[config.mk]
export PLATFORM = sky130hd
export DESIGN_NAME = dip_lru_repl
export DESIGN_NICKNAME = d
export VERILOG_FILES = /design/src/rtl/dip_lru_repl.sv
export SDC_FILE = /design/constraint.sdc
export NUM_CORES = 2
export LEC_CHECK = 0
export CELL_PAD_IN_SITES_DETAIL_PLACEMENT = 0
export CELL_PAD_IN_SITES_GLOBAL_PLACEMENT = 1
export CORE_UTILIZATION = 40
export DETAILED_ROUTE_END_ITERATION = 10
export DONT_BUFFER_PORTS = 1
export HOLD_SLACK_MARGIN = 0.03
export PLACE_DENSITY = 0.67
export SLEW_MARGIN = 15
export SYNTH_ARGS = -nofsm -noshare
export SYNTH_HDL_FRONTEND = slang
export SYNTH_SLANG_ARGS = --single-unit
[constraint.sdc]
create_clock -name clk -period 5.05 [get_ports clk]
set_clock_uncertainty 0.05 [all_clocks]
set_input_delay 0.2525 -clock clk [delete_from_list [all_inputs] [get_ports clk]]
set_output_delay 0.2525 -clock clk [all_outputs]
set_load 0.02 [all_outputs]
[src/rtl/dip_lru_repl.sv]
module dip_lru_repl #(
  parameter int WAYS        = 4,
  parameter int SETS        = 64,
  parameter int SEL_W       = 10,
  parameter int DUEL_PERIOD = 32,
  localparam int WAY_W      = $clog2(WAYS),
  localparam int SET_W      = $clog2(SETS)
) (
  input  logic             clk,
  input  logic             rst_n,
  input  logic             hit_vld,
  input  logic [SET_W-1:0] hit_set,
  input  logic [WAY_W-1:0] hit_way,
  input  logic             fill_vld,
  input  logic [SET_W-1:0] fill_set,
  input  logic [WAY_W-1:0] fill_way,
  input  logic             miss_vld,
  input  logic [SET_W-1:0] miss_set,
  input  logic [SET_W-1:0] vic_set,
  output logic [WAY_W-1:0] vic_way
);

  typedef logic [WAY_W-1:0] age_t;

  localparam age_t             AGE_OLD = age_t'(WAYS - 1);
  localparam logic [SEL_W-1:0] SEL_MAX = '1;
  localparam logic [SEL_W-1:0] SEL_MID = {1'b1, {(SEL_W-1){1'b0}}};

  age_t             ages [SETS][WAYS];
  logic [SEL_W-1:0] sel;
  logic [WAYS-1:0]  lru_hot;

  function automatic age_t to_new(age_t cur, age_t ref_age, logic self);
    if (self)               return '0;
    else if (cur < ref_age) return cur + age_t'(1);
    else                    return cur;
  endfunction

  function automatic age_t to_old(age_t cur, age_t ref_age, logic self);
    if (self)               return AGE_OLD;
    else if (cur > ref_age) return cur - age_t'(1);
    else                    return cur;
  endfunction

  function automatic logic set_rem_is(logic [SET_W-1:0] s, int rem);
    return (int'(s) % DUEL_PERIOD) == rem;
  endfunction

  logic fill_new_ldr, fill_old_ldr, miss_new_ldr, miss_old_ldr, fill_at_old;
  assign fill_new_ldr = set_rem_is(fill_set, 0);
  assign fill_old_ldr = set_rem_is(fill_set, 1);
  assign miss_new_ldr = set_rem_is(miss_set, 0);
  assign miss_old_ldr = set_rem_is(miss_set, 1);
  assign fill_at_old  = fill_old_ldr | (!fill_new_ldr & sel[SEL_W-1]);

  always_ff @(posedge clk) begin
    if (!rst_n) begin
      for (int s = 0; s < SETS; s++)
        for (int w = 0; w < WAYS; w++)
          ages[s][w] <= age_t'(w);
    end else begin
      for (int s = 0; s < SETS; s++) begin
        if (fill_vld && fill_set == SET_W'(s)) begin
          for (int w = 0; w < WAYS; w++)
            ages[s][w] <= fill_at_old
              ? to_old(ages[s][w], ages[s][fill_way], fill_way == WAY_W'(w))
              : to_new(ages[s][w], ages[s][fill_way], fill_way == WAY_W'(w));
        end else if (hit_vld && hit_set == SET_W'(s)) begin
          for (int w = 0; w < WAYS; w++)
            ages[s][w] <= to_new(ages[s][w], ages[s][hit_way], hit_way == WAY_W'(w));
        end
      end
    end
  end

  always_ff @(posedge clk) begin
    if (!rst_n)
      sel <= SEL_MID;
    else if (miss_vld && miss_new_ldr && sel != SEL_MAX)
      sel <= sel + 1'b1;
    else if (miss_vld && miss_old_ldr && sel != '0)
      sel <= sel - 1'b1;
  end

  always_comb begin
    vic_way = '0;
    for (int w = 0; w < WAYS; w++) begin
      lru_hot[w] = (ages[vic_set][w] == AGE_OLD);
      if (lru_hot[w]) vic_way = WAY_W'(w);
    end
  end

  AST_VICTIM_UNIQUE: assert property (@(posedge clk) disable iff (!rst_n)
    $countones(lru_hot) == 1);

  AST_HIT_TO_NEW: assert property (@(posedge clk) disable iff (!rst_n)
    (hit_vld && !(fill_vld && fill_set == hit_set))
    |=> ages[$past(hit_set)][$past(hit_way)] == '0);

  AST_FILL_NEW_POS: assert property (@(posedge clk) disable iff (!rst_n)
    (fill_vld && fill_new_ldr)
    |=> ages[$past(fill_set)][$past(fill_way)] == '0);

  AST_FILL_OLD_POS: assert property (@(posedge clk) disable iff (!rst_n)
    (fill_vld && fill_old_ldr)
    |=> ages[$past(fill_set)][$past(fill_way)] == AGE_OLD);

  AST_SEL_NO_WRAP_HI: assert property (@(posedge clk) disable iff (!rst_n)
    (sel == SEL_MAX) |=> (sel != '0));

  AST_SEL_NO_WRAP_LO: assert property (@(posedge clk) disable iff (!rst_n)
    (sel == '0) |=> (sel != SEL_MAX));

  AST_SEL_IDLE: assert property (@(posedge clk) disable iff (!rst_n)
    !(miss_vld && (miss_new_ldr || miss_old_ldr)) |=> $stable(sel));

endmodule

==> key figures <==
Global routing
  – Largest net degree at the start of global routing: 190
  – Aggregate global routing overflow: 0
  – Initial antenna violation count: 10
  – First-pass GRT wire length: 426000 um
  – Vias in the first global route: 63900
  – GRT Overall Usage: 33.4%

Run status
  – Failing checks: DRC
  – Run status: finished with violations

Power and ir drop
  – Psw: 6.20 mW
  – Final Total Pwr: 16.8 mW
  – Power Density: 235 nW/um^2
  – Comb pwr share: 33.2%
  – Internal: 10.6 mW
  – Clock power frac: 33.5%
  – Leakage power: 27.7 nW
  – Reg power frac: 33.3%
  – Worst VDD drop: 207 uV
  – Net Sw Frac: 36.9%

Layout
  – Commonest non-fill, non-tap cell in the layout: a21oi_1
  – Share of post-route cells with drive strength above 1: 7.60%
  – Area grow syn2layout: 7.58%
  – Most frequent cells in the layout: a21oi_1 (961), o21ai_0 (849), ha_1 (776), inv_1 (768), nand2_1 (676)
  – Nets: 8811

Critical path
  – Levels on crit path: 11
  – Critical Path Sink Type: register
  – Critical path's largest stage delay: 680 ps
  – R2R depth: 12
  – Crit-path cells: dlygate4sd3_1, nor4b_1, dlygate4sd3_1, buf_4, o211ai_4, o21ai_1, or4_1, or4_4, or2_4, buf_4, a21oi_1
  – Critical path class: in2reg
  – WP data arrival: 4520 ps
  – Reg-to-reg setup timing slack: 1510 ps
  – Highest-delay cell along the critical path: dlygate4sd3_1
  – CP startpoint: hit_set[1]
  – RR Startpoint: sel[9]$_SDFFE_PN1P_
  – CP required: 5390 ps
  – R2R Path End: sel[9]$_SDFFE_PN1P_
  – Crit-path leading delay family: buffers and inverters
  – Worst Setup EP: ages[11][2]$_SDFFCE_PP0P_
  – Worst Setup Start Kind: input pin
  – CP Buf/Inv Count: 4
  – Worst-path fanout max: 52

Run
  – Max_cap viols: 0

Route
  – DRT iter0 DRCs: 7665
  – First-pass DRT Iterations: 9
  – Drt drc: 12
  – Drt wl/cell: 28.2 um
  – Antenna Violating Nets Remaining: 0
  – Via count: 67400
  – Final wirelength: 289000 um
  – Routed vias/inst: 6.57

Placed design
  – GP Congestion: 0.936
  – PortBufs: 0
  – DPL Wire Length: 182000 um

STA
  – Slew headroom: 10.4%
  – # setup viols final: 0
  – Final Hold Viols: 0
  – Achievable frequency: 239 MHz
  – Pins Over Slew Limit: 0
  – RSZ-0062 raised after global routing: false
  – Min Tclk post-route: 4180 ps
  – Fin crit share: 82.8%
  – Min Hold Slack: 65.9 ps
  – Worst Tran Pin Value: 1320 ps
  – Setup TNS: 0 ps

CTS
  – Total CTS buffers: 77
  – Root Buffer: clkbuf_16
  – Clock Path Buffers: 3
  – Worst-Skew Late Latency: 720 ps
  – CTS tree: built
  – Hold buffer count at CTS: 8
  – Post_cts resized: 0
  – TritonCTS Sinks: 522
  – Post-CTS setup buffers: 0
  – Clock-pin transition on the worst setup and hold timing paths: 60 ps
  – H-Tree Depth: 3

Hold path
  – Worst min path class: in2reg

Floorplan
  – Effective utilization at floorplan: 40.3%
  – Number of I/O pins: 35
  – Row count: 149
  – Die Wd: 410 um
  – Die H: 410 um
  – Core Area: 165000 um^2
  – Die ar.: 168000 um^2

Synth
  – Syn avg cell area: 7.99 um^2
  – Ys async rst share: 0%
  – Post-Synthesis Net Count: 9130
  – Synth top area share: 23.1%
  – Part of the Yosys area used for sequential elements: 23.4%
  – Yosys top cell by area: edfxtp_1
  – Synth Register Bits: 522
  – Post-Syn Area: 66500 um^2
  – Distinct cells, synth: 83
  – Top post-synthesis cells by area: edfxtp_1 (23%), ha_1 (15%), a21oi_1 (7.2%)
  – Post-Synthesis Cells: 8320
  – Yosys warns: 0
  – EDFF count, synth: 512
  – Top_reg_cell synth: edfxtp_1
-- state kept, by name, summed over array words and instances, names as in the netlist --
| signal | cells |
|---|---|
| sel | 10 |
| ages | 512 |
-- per-layer routing --
layer / share of wire [%] / GRT usage (%) / wire length, um / up-vias
met1: 41 / 44.8 / 119000 / 32800
met3: 10 / 6.77 / 29100 / 732
li1: - / - / - / 30300
met2: 44 / 51.9 / 127000 / 3554
met5: 0.0080 / 0 / 23 / -
met4: 4.8 / 14.3 / 13900 / 4
-- cells by family after synthesis --
family	synth area share (%)
and+or+nand+nor	13.8
muxes	8.12
buffers and inverters	7.72
adders and majority gates	14.6
DFF	23.4
AOI/OAI and AO/OA	26.6
xor gates and xnor gates	5.73
-- tightest hold or removal path: stages --
cell and delay [ps]:
nand3b_1 100, or3_1 150, a31oi_1 130
-- power groups by stage --
stage	combinational, mW	clock (mW)	sequential (mW)
5_1_grt	6.23	5.78	5.64
6_report	5.58	5.63	5.60
2_1_floorplan	4.18	0	5.49
3_3_place_gp	5.25	0	5.66
4_1_cts	5.48	5.67	5.58
3_5_place_dp	5.42	0	5.67
-- cell type report --
type                            instances  area (um^2)
Clock buffer                           94         2060
Inverter                              770         2890
Multi-Input combinational cell       6440        46200
Timing Repair Buffer                  190         1660
Clock inverter                         47          425
Sequential cell                       522        15600
Tap cell                             2189         2740
Fill cell                           16400        93500
Antenna cell                            2         5.00
-- stage by stage --
step / cell area (um^2) / setup slack [ps] / cells / utilization (%)
2_1_floorplan: 66500 / 1090 / 8320 / -
3_5_place_dp: 68900 / 888 / 10100 / 41.8
5_1_grt: 71500 / 782 / 10300 / 43.4
3_3_place_gp: 68900 / 961 / 10100 / 41.8
4_1_cts: 71500 / 1010 / 10300 / 43.3
6_report: 71500 / 870 / 10300 / 43.4
-- synthesized netlist by cell type (9+ instances only) --
| master | count |
|---|---|
| a211o_1 | 20 |
| a211oi_1 | 67 |
| a21boi_0 | 59 |
| a21o_1 | 28 |
| a21oi_1 | 961 |
| a221o_1 | 19 |
| a221oi_1 | 19 |
| a22o_1 | 10 |
| a22oi_1 | 87 |
| a31oi_1 | 30 |
| and2_1 | 20 |
| and3_1 | 45 |
| buf_1 | 68 |
| buf_2 | 31 |
| clkbuf_1 | 489 |
| dfxtp_1 | 10 |
| edfxtp_1 | 512 |
| ha_1 | 776 |
| inv_1 | 769 |
| mux2_2 | 29 |
| mux2i_1 | 50 |
| mux4_2 | 203 |
| nand2_1 | 685 |
| nand2b_1 | 36 |
| nand3_1 | 208 |
| nand3b_1 | 12 |
| nand4_1 | 21 |
| nand4b_1 | 9 |
| nor2_1 | 603 |
| nor2b_1 | 19 |
| nor3_1 | 211 |
| nor4_1 | 77 |
| nor4bb_1 | 9 |
| o211ai_1 | 178 |
| o21a_1 | 93 |
| o21ai_0 | 849 |
| o221ai_1 | 184 |
| o22ai_1 | 158 |
| o311a_1 | 24 |
| o31ai_1 | 52 |
| or3_1 | 13 |
| xnor2_1 | 338 |
| xor2_1 | 97 |
-- how the worst min path moves through the flow --
| stage | depth (start not counted) | start | slack, ps | endpoint |
|---|---|---|---|---|
| after floorplan | 2 | sel[8]$_SDFFE_PN0P_ | 450 | sel[8]$_SDFFE_PN0P_ |
| after CTS | 3 | fill_set[2] | 40 | ages[25][5]$_SDFFCE_PP0P_ |
| after detailed placement | 1 | rst_n | 450 | ages[39][4]$_SDFFCE_PP1P_ |
| after global placement | 2 | sel[8]$_SDFFE_PN0P_ | 470 | sel[8]$_SDFFE_PN0P_ |
| final | 3 | fill_vld | 70 | ages[0][6]$_DFFE_PP_ |
| after global routing | 3 | fill_vld | 60 | ages[0][6]$_DFFE_PP_ |
(Power assumes the default switching activity.)
